[config.mk]
export PLATFORM = sky130hd
export DESIGN_NAME = pixel_pulse_sequencer
export DESIGN_NICKNAME = d
export VERILOG_FILES = /design/src/rtl/pps_pkg.sv /design/src/rtl/pps_cmd_queue.sv /design/src/rtl/pps_pulse_fsm.sv /design/src/rtl/pps_flags.sv /design/src/rtl/pixel_pulse_sequencer.sv
export SDC_FILE = /design/constraint.sdc
export NUM_CORES = 1
export LEC_CHECK = 0
export ABC_AREA = 0
export BUFFER_PORTS_ARGS = -buffer_cell sky130_fd_sc_hd__buf_4
export CORE_MARGIN = 5
export CORE_UTILIZATION = 50
export DETAILED_ROUTE_END_ITERATION = 8
export PLACE_DENSITY = 0.75
export SYNTH_ARGS = -nofsm -noshare
export SYNTH_HDL_FRONTEND = slang
export SYNTH_SLANG_ARGS = --single-unit
[constraint.sdc]
create_clock -name clk -period 9.6 [get_ports clk]
set_input_delay 0.48 -clock clk [delete_from_list [all_inputs] [get_ports clk]]
set_output_delay 0.48 -clock clk [all_outputs]
set_load 0.03 [all_outputs]
[src/rtl/pps_pkg.sv]
package pps_pkg;

    typedef enum logic [1:0] {
        PS_IDLE  = 2'd0,
        PS_MARK  = 2'd1,
        PS_SPACE = 2'd2
    } pps_state_e;

endpackage

[src/rtl/pps_cmd_queue.sv]
module pps_cmd_queue #(
    parameter int W     = 32,
    parameter int DEPTH = 4
) (
    input  logic         clk,
    input  logic         rst_n,
    input  logic         push,
    input  logic [W-1:0] din,
    input  logic         pop,
    output logic [W-1:0] dout,
    output logic         empty,
    output logic         full
);
    localparam int PTR_W = (DEPTH > 1) ? $clog2(DEPTH) : 1;
    localparam int CNT_W = $clog2(DEPTH + 1);
    localparam logic [PTR_W-1:0] LAST_IDX = PTR_W'(DEPTH - 1);
    localparam logic [CNT_W-1:0] FULL_CNT = CNT_W'(DEPTH);

    logic [W-1:0]     slot [DEPTH];
    logic [PTR_W-1:0] wr_ptr;
    logic [PTR_W-1:0] rd_ptr;
    logic [CNT_W-1:0] fill;

    logic do_push;
    logic do_pop;

    assign empty   = (fill == '0);
    assign full    = (fill == FULL_CNT);
    assign do_push = push && !full;
    assign do_pop  = pop && !empty;
    assign dout    = slot[rd_ptr];

    for (genvar g = 0; g < DEPTH; g++) begin : g_slot
        always_ff @(posedge clk) begin
            if (do_push && (wr_ptr == PTR_W'(g))) begin
                slot[g] <= din;
            end
        end
    end

    always_ff @(posedge clk or negedge rst_n) begin
        if (!rst_n) begin
            wr_ptr <= '0;
            rd_ptr <= '0;
            fill   <= '0;
        end else begin
            if (do_push) begin
                wr_ptr <= (wr_ptr == LAST_IDX) ? '0 : wr_ptr + PTR_W'(1);
            end
            if (do_pop) begin
                rd_ptr <= (rd_ptr == LAST_IDX) ? '0 : rd_ptr + PTR_W'(1);
            end
            unique case ({do_push, do_pop})
                2'b10:   fill <= fill + CNT_W'(1);
                2'b01:   fill <= fill - CNT_W'(1);
                default: fill <= fill;
            endcase
        end
    end

endmodule

[src/rtl/pps_pulse_fsm.sv]
module pps_pulse_fsm
    import pps_pkg::*;
#(
    parameter int CNT_W = 16
) (
    input  logic             clk,
    input  logic             rst_n,
    input  logic             q_empty,
    input  logic [CNT_W-1:0] head_on,
    input  logic [CNT_W-1:0] head_len,
    output logic             pop,
    output logic             starve,
    output logic             laser_on,
    output logic             busy
);
    pps_state_e       state, state_n;
    logic [CNT_W-1:0] mark_r, mark_n;
    logic [CNT_W-1:0] len_r, len_n;
    logic [CNT_W-1:0] pos_r, pos_n;

    logic             last_cyc;
    logic             mark_done;
    logic [CNT_W-1:0] head_mark;

    // clamp the mark time to the period length
    assign head_mark = (head_on >= head_len) ? head_len : head_on;
    assign last_cyc  = (pos_r == (len_r - CNT_W'(1)));
    assign mark_done = ((pos_r + CNT_W'(1)) == mark_r);

    always_comb begin
        state_n = state;
        mark_n  = mark_r;
        len_n   = len_r;
        pos_n   = pos_r;
        pop     = 1'b0;
        starve  = 1'b0;
        unique case (state)
            PS_IDLE: begin
                if (!q_empty) begin
                    pop     = 1'b1;
                    mark_n  = head_mark;
                    len_n   = head_len;
                    pos_n   = '0;
                    state_n = (head_mark == '0) ? PS_SPACE : PS_MARK;
                end
            end
            PS_MARK, PS_SPACE: begin
                if (last_cyc) begin
                    if (!q_empty) begin
                        pop     = 1'b1;
                        mark_n  = head_mark;
                        len_n   = head_len;
                        pos_n   = '0;
                        state_n = (head_mark == '0) ? PS_SPACE : PS_MARK;
                    end else begin
                        starve  = 1'b1;
                        pos_n   = '0;
                        state_n = PS_IDLE;
                    end
                end else begin
                    pos_n = pos_r + CNT_W'(1);
                    if ((state == PS_MARK) && mark_done) begin
                        state_n = PS_SPACE;
                    end
                end
            end
            default: state_n = PS_IDLE;
        endcase
    end

    always_ff @(posedge clk or negedge rst_n) begin
        if (!rst_n) begin
            state  <= PS_IDLE;
            mark_r <= '0;
            len_r  <= '0;
            pos_r  <= '0;
        end else begin
            state  <= state_n;
            mark_r <= mark_n;
            len_r  <= len_n;
            pos_r  <= pos_n;
        end
    end

    always_comb begin
        laser_on = 1'b0;
        busy     = 1'b0;
        unique case (state)
            PS_IDLE:  begin laser_on = 1'b0; busy = 1'b0; end
            PS_MARK:  begin laser_on = 1'b1; busy = 1'b1; end
            PS_SPACE: begin laser_on = 1'b0; busy = 1'b1; end
            default:  begin laser_on = 1'b0; busy = 1'b0; end
        endcase
    end

endmodule

[src/rtl/pps_flags.sv]
module pps_flags (
    input  logic clk,
    input  logic rst_n,
    input  logic set_starve,
    input  logic set_drop,
    input  logic clr,
    output logic underrun,
    output logic overflow
);
    always_ff @(posedge clk or negedge rst_n) begin
        if (!rst_n) begin
            underrun <= 1'b0;
            overflow <= 1'b0;
        end else begin
            if (set_starve) begin
                underrun <= 1'b1;
            end else if (clr) begin
                underrun <= 1'b0;
            end
            if (set_drop) begin
                overflow <= 1'b1;
            end else if (clr) begin
                overflow <= 1'b0;
            end
        end
    end

endmodule

[src/rtl/pixel_pulse_sequencer.sv]
module pixel_pulse_sequencer #(
    parameter int CNT_W = 16,
    parameter int DEPTH = 4
) (
    input  logic             clk,
    input  logic             rst_n,
    input  logic             cmd_valid,
    input  logic [CNT_W-1:0] cmd_on,
    input  logic [CNT_W-1:0] cmd_len,
    input  logic             clr_flags,
    output logic             cmd_accept,
    output logic             laser_on,
    output logic             busy,
    output logic             queue_full,
    output logic             underrun,
    output logic             overflow
);
    localparam int ENT_W = 2 * CNT_W;

    logic             q_push;
    logic             q_pop;
    logic             q_empty;
    logic             q_full;
    logic [ENT_W-1:0] q_head;
    logic             starve;
    logic             drop;

    assign q_push     = cmd_valid && !q_full && (cmd_len != '0);
    assign drop       = cmd_valid && q_full;
    assign cmd_accept = !q_full;
    assign queue_full = q_full;

    pps_cmd_queue #(
        .W     (ENT_W),
        .DEPTH (DEPTH)
    ) u_queue (
        .clk   (clk),
        .rst_n (rst_n),
        .push  (q_push),
        .din   ({cmd_on, cmd_len}),
        .pop   (q_pop),
        .dout  (q_head),
        .empty (q_empty),
        .full  (q_full)
    );

    pps_pulse_fsm #(
        .CNT_W (CNT_W)
    ) u_fsm (
        .clk      (clk),
        .rst_n    (rst_n),
        .q_empty  (q_empty),
        .head_on  (q_head[ENT_W-1:CNT_W]),
        .head_len (q_head[CNT_W-1:0]),
        .pop      (q_pop),
        .starve   (starve),
        .laser_on (laser_on),
        .busy     (busy)
    );

    pps_flags u_flags (
        .clk        (clk),
        .rst_n      (rst_n),
        .set_starve (starve),
        .set_drop   (drop),
        .clr        (clr_flags),
        .underrun   (underrun),
        .overflow   (overflow)
    );

endmodule

# Yosys cells after proc, flatten, opt, wreduce, memory -nomap -nowiden
# Memories as Yosys holds them, arrays and structs flattened.
# Cells that the tools add are included.
# W data, S select, Z words.
# classes
add_sub_neg	6
n_lt_le_gt_ge	1
eq_ne	14
muxes	47
reduce_logical	28
# op_table
op	count
$mux W16	7
$mux W32	3
$pmux W16 S2	3
$reduce_or A32 Y1	3
$eq A16 B16 Y1	2
$mux W1	21
$mux W2	10
$add A16 B1 Y16 const B	1
$ge A16 B16 Y1	1
$logic_not A16 Y1	1
$reduce_bool A16 Y1	1
$sub A16 B1 Y16 const B	1
$eq A2 B2 Y1 const B	5
$logic_and A1 B1 Y1	10
$reduce_bool A2 Y1	4
$eq A2 B1 Y1 const B	3
$pmux W3 S2	1
$reduce_and A2 Y1	3
$add A2 B1 Y2 const B	2
$logic_not A2 Y1	2
$pmux W2 S2	1
$add A3 B1 Y3 const B	1
$eq A3 B3 Y1 const B	1
$logic_not A3 Y1	1
other kinds (7)	8
# word_totals
regBits	59
ramBits	128
input_bits	36
output_inout_bits	6
wordCells	106
memories	1
# mem_list
name	depth	word_bits	rd	rd_ports_with_merged_regs	wr	line	rtl
u_queue.slot	4	32	1	0	1	pps_cmd_queue.sv:19	logic [W-1:0] slot [DEPTH];

# Longest topological paths before layout
# logic_depth
depth_word	12
ltp_mapped	15
ltp_nobuf	15

# Modules after synthesis
# A second synthesis with hierarchy kept.
# hier_totals
cells_unflattened	663
hier_area_um2	9146.3
# modules_own_cells
mod	instances	cells_each	area_per_inst_um2	seq_area_each_um2
pps_cmd_queue	1	208	5116.2	4018.9
pps_pulse_fsm	1	442	3892.5	1251.2
pixel_pulse_sequencer	1	8	68.8	0.0
pps_flags	1	5	68.8	50.0

# Worst setup path before layout
# Ideal clock, no wire load.
# synth_timing
path_kind	reg2reg
from	reg u_queue.rd_ptr[0]
to	reg u_fsm.mark_r[10]
setup_time_ns	0.123
t_arrival_ns	3.720
t_required_ns	9.477
setup_slack_ns	5.756
path_stages_with_launch	13
path_buffers	4
period_less_slack_ns	3.844
path_cell_list	dfrtp_1 -> clkbuf_1 -> buf_1 -> mux4_2 -> ha_1 -> nand4_1 -> nor3_1 -> a31oi_1 -> o211ai_1 -> buf_1 -> clkbuf_1 -> mux2i_1 -> o21ai_1
# synth_between
elab_chain_len	6
# synth_lines
element	line	rtl
start, declared	pps_cmd_queue.sv:21	logic [PTR_W-1:0] rd_ptr;
start signal, assigned	pps_cmd_queue.sv:51	rd_ptr <= (rd_ptr == LAST_IDX) ? '0 : rd_ptr + PTR_W'(1);
$mem_v2 Z4 W32 (*)	n/a	
$ge A16 B16 Y1	pps_pulse_fsm.sv:26	assign head_mark = (head_on >= head_len) ? head_len : head_on;
$mux W16 (*)	pps_pulse_fsm.sv:26	
$mux W16 (*)	pps_pulse_fsm.sv:39, pps_pulse_fsm.sv:49	
$mux W16	pps_pulse_fsm.sv:48	if (last_cyc) begin
$pmux W16 S2 (*)	pps_pulse_fsm.sv:37	unique case (state)
end signal, assigned	pps_pulse_fsm.sv:79	mark_r <= mark_n;
end, declared	pps_pulse_fsm.sv:17	logic [CNT_W-1:0] mark_r, mark_n;
# Mark *: on every way between the ends. The rest lies on a longest branch, timed or not. The select of a mux whose other input is x is not followed.
# A chain may end at the register's enable or synchronous reset.

# Worst setup path in the final report
# layout_timing
from	reg u_fsm.len_r[3]
to	reg u_fsm.len_r[0]
# layout_between
elab_chain_len	4
# layout_lines
element	line	rtl
start, declared	pps_pulse_fsm.sv:18	logic [CNT_W-1:0] len_r, len_n;
start signal, assigned	pps_pulse_fsm.sv:80	len_r <= len_n;
$sub A16 B1 Y16	pps_pulse_fsm.sv:27	assign last_cyc = (pos_r == (len_r - CNT_W'(1)));
$eq A16 B16 Y1	pps_pulse_fsm.sv:27	
$ne A2 B1 Y1 (no source line)	n/a	
$reduce_and A2 Y1 (no source line)	n/a	
# No other way between the ends.

==> metrics.yaml <==
status:
  status: "finished, final reports clean"
clock_network:
  cts_tree: "built"
  ctsResizeCount: 0
  postCtsSetupBuffers: 0
  cts_sinks: 187
  cts_buffers: 17
  h-tree-depth: 4
  clk_latency_ps: 440
  cts-root-buf: "clkbuf_16"
  hold_buffers: 0
  cts.clk_slew.worst_paths_ps: 80
  cts_buffer_depth: 2
routing:
  drtIter0Drc: 389
  ant_nets: 0
  via_per_inst: 5.96
  drc: 0
  routed_wl_mm: 18.7
  wl_per_cell_um: 19.6
  first_pass_iters: 5
  num_vias: 5678
timing:
  rsz0062_at_grt: "false"
  tightest_slew_ps: 978
  slew_headroom_pct: 34.6
  finalHoldViolations: 0
  timing.final.crit_period_ps: 4330
  fmax_mhz: 231
  skew_ps: 14.9
  min_period_over_period_pct: 45.1
  setup_viol: 0
  maxSlewViolCount: 0
  fin_setup_tns_ps: 0
  setup_ws_ps: 5270
synthesis:
  synth_fa_ha_area_share_pct: 4.14
  synth_top_family_by_area: "multiplexers"
  synthDistinctLibCells: 59
  yosys-mux-area-fraction_pct: 10.5
  synthCells: 675
  yosys_warnings: 0
  syn_area_mm2: 0.00894
  ys_ff_latch: 187
  yosys.area_share.simple_pct: 10.4
  synth-edff-count: 128
  synth-xor-area-share_pct: 3.82
  synthFlopType: "edfxtp_1"
  synth_seq_area_share_pct: 59.5
  synth-compound-area-share_pct: 8.74
  async_flop_share_pct: 31.6
  synthesis.nets: 740
  syn_avg_cell_area_um2: 13.3
setup_path:
  r2r_end: "u_fsm.len_r[0]"
  crit_arrival_ps: 4660
  worstSetupPathType: "reg -> reg"
  cpMaxStageDelayCell: "o41ai_4"
  critPathMaxStageDelay_ps: 900
  startpoint_type: "flop"
  rr_worst_depth: 7
  cp_max_fo: 63
  path_cells: "nor3_1 > nand3_1 > nor4_1 > o21ai_0 > o41ai_4 > nand2_2 > mux2_2"
  r2r-start: "u_fsm.len_r[3]"
  crit_buf_inv: 0
  critPathTopFamily: "simple AND/OR/NAND/NOR gates"
  rrSetupSlack_ps: 5270
  cp.required_ps: 9930
  cp-end-kind: "flop"
cells_and_area:
  final_cells: 952
  antenna_cells: 0
  multi_input_area_mm2: 0.00336
  fin_nets: 775
  final_cell_mix: "128 x edfxtp_1, 62 x nand2_1, 58 x dfrtp_1"
  seqCellArea_mm2: 0.00532
  areaGrowthSynthToFinish_pct: 12.6
  n_fill_cell: 1398
  layout-drive-gt1-share_pct: 17.7
  final_common_cell: "edfxtp_1"
floorplanning:
  die_height_um: 144
  rows: 49
  die_x_um: 144
  start_util_pct: 50.3
  ios: 42
  core_mm2: 0.0178
  dieArea_mm2: 0.0207
grt:
  grt_pass1_vias: 5867
  use_met1_pct: 25.1
  grt.busiest_layer: "met2"
  grt_pass1_wl_mm: 30.4
  grt_max_degree: 64
  globalRouteTotalUtil_pct: 19.0
  antenna_found_initial: 0
  grt-ovfl-total: 0
  gr-usage-met3_pct: 3.56
  met2_usage_pct: 31.8
power_and_ir_drop:
  ir_drop_uv: 228
  p_per_area_mw_per_mm2: 343
  p_leak_nw: 3.71
  total_power_mw: 3.46
hold_path:
  hold_path_class: "in -> async"
place:
  gp_congestion: 0.947
  place_inst: 920
  numPortBuffers: 41
  post-place-ws_ps: 5360
  dp_hpwl_mm: 12.8
run:
  cap_violations: 0
cells by family after synthesis:
| family | count (synthesis) |
|---|---|
| fa+ha+maj | 29 |
| flops | 187 |
| mux | 53 |
| compound gates | 123 |
| buf+inv | 66 |
| xor+xnor | 39 |
| simple gates | 178 |
per-stage QoR:
stage | util (%) | hold slack, ps | area, um2
finish | 56.6 | 89.3 | 10100
detailed placement | 53.2 | 500 | 9460
global route | 56.6 | 168 | 10100
floorplan | - | 184 | 8940
global placement | 53.2 | 483 | 9460
CTS | 56.6 | 114 | 10100
power by group:
| group | switching, mW | internal, mW |
|---|---|---|
| logic | 0.924 | 0.616 |
| clock network | 0.345 | 0.357 |
| registers | 0.131 | 1.08 |
| total | 1.40 | 2.06 |
state kept, by name (all words and copies together), names as in the netlist:
name	flops
u_fsm.state	2
u_queue.rd_ptr	2
u_queue.wr_ptr	2
u_queue.slot	128
u_queue.fill	3
u_fsm.pos_r	16
u_fsm.mark_r	16
u_flags.underrun	1
u_flags.overflow	1
u_fsm.len_r	16
how the worst max path moves through the flow:
stage / from / to / slack [ps] / cells past startpoint
2_1_floorplan: u_queue.rd_ptr[0] / u_fsm.mark_r[10] / 5760 / 12
3_3_place_gp: u_fsm.len_r[3] / u_fsm.len_r[0] / 5430 / 7
3_5_place_dp: u_fsm.len_r[3] / u_fsm.len_r[0] / 5360 / 7
4_1_cts: u_fsm.len_r[3] / u_fsm.len_r[0] / 5310 / 7
5_1_grt: u_fsm.len_r[3] / u_fsm.len_r[0] / 4930 / 7
6_report: u_fsm.len_r[3] / u_fsm.len_r[0] / 5270 / 7
metal layers:
metal  part of all wire [%]  up-vias
li1                       -     2635
met1                     42     2796
met2                     50      211
met3                    5.2       36
met4                    2.1        0
met5                      0        -
worst reg2reg max path, cell delays in order (launching register included):
cell,delay (ps)
dfrtp_1,460
nor3_1,760
nand3_1,200
nor4_1,350
o21ai_0,250
o41ai_4,900
nand2_2,770
mux2_2,540
cell usage after synthesis (all sizes together) (17+ instances only):
library cell,n,area [um2]
xnor2,24,210
mux4,32,721
dfrtp,59,1480
ha,28,350
nand2,63,239
clkbuf,18,67.6
inv,34,128
edfxtp,128,3840
nor4,20,138
mux2i,17,170
o21ai,62,310
area by class of cell:
cell class	count	area share, %
timing repair buffer	48	3.58
sequential	187	52.8
inverter	34	1.27
clock inverter	15	1.83
multi-input combinational	422	33.4
clock buffer	17	4.22
tap	229	2.85
Note: power is estimated with default switching activity, not from simulation.
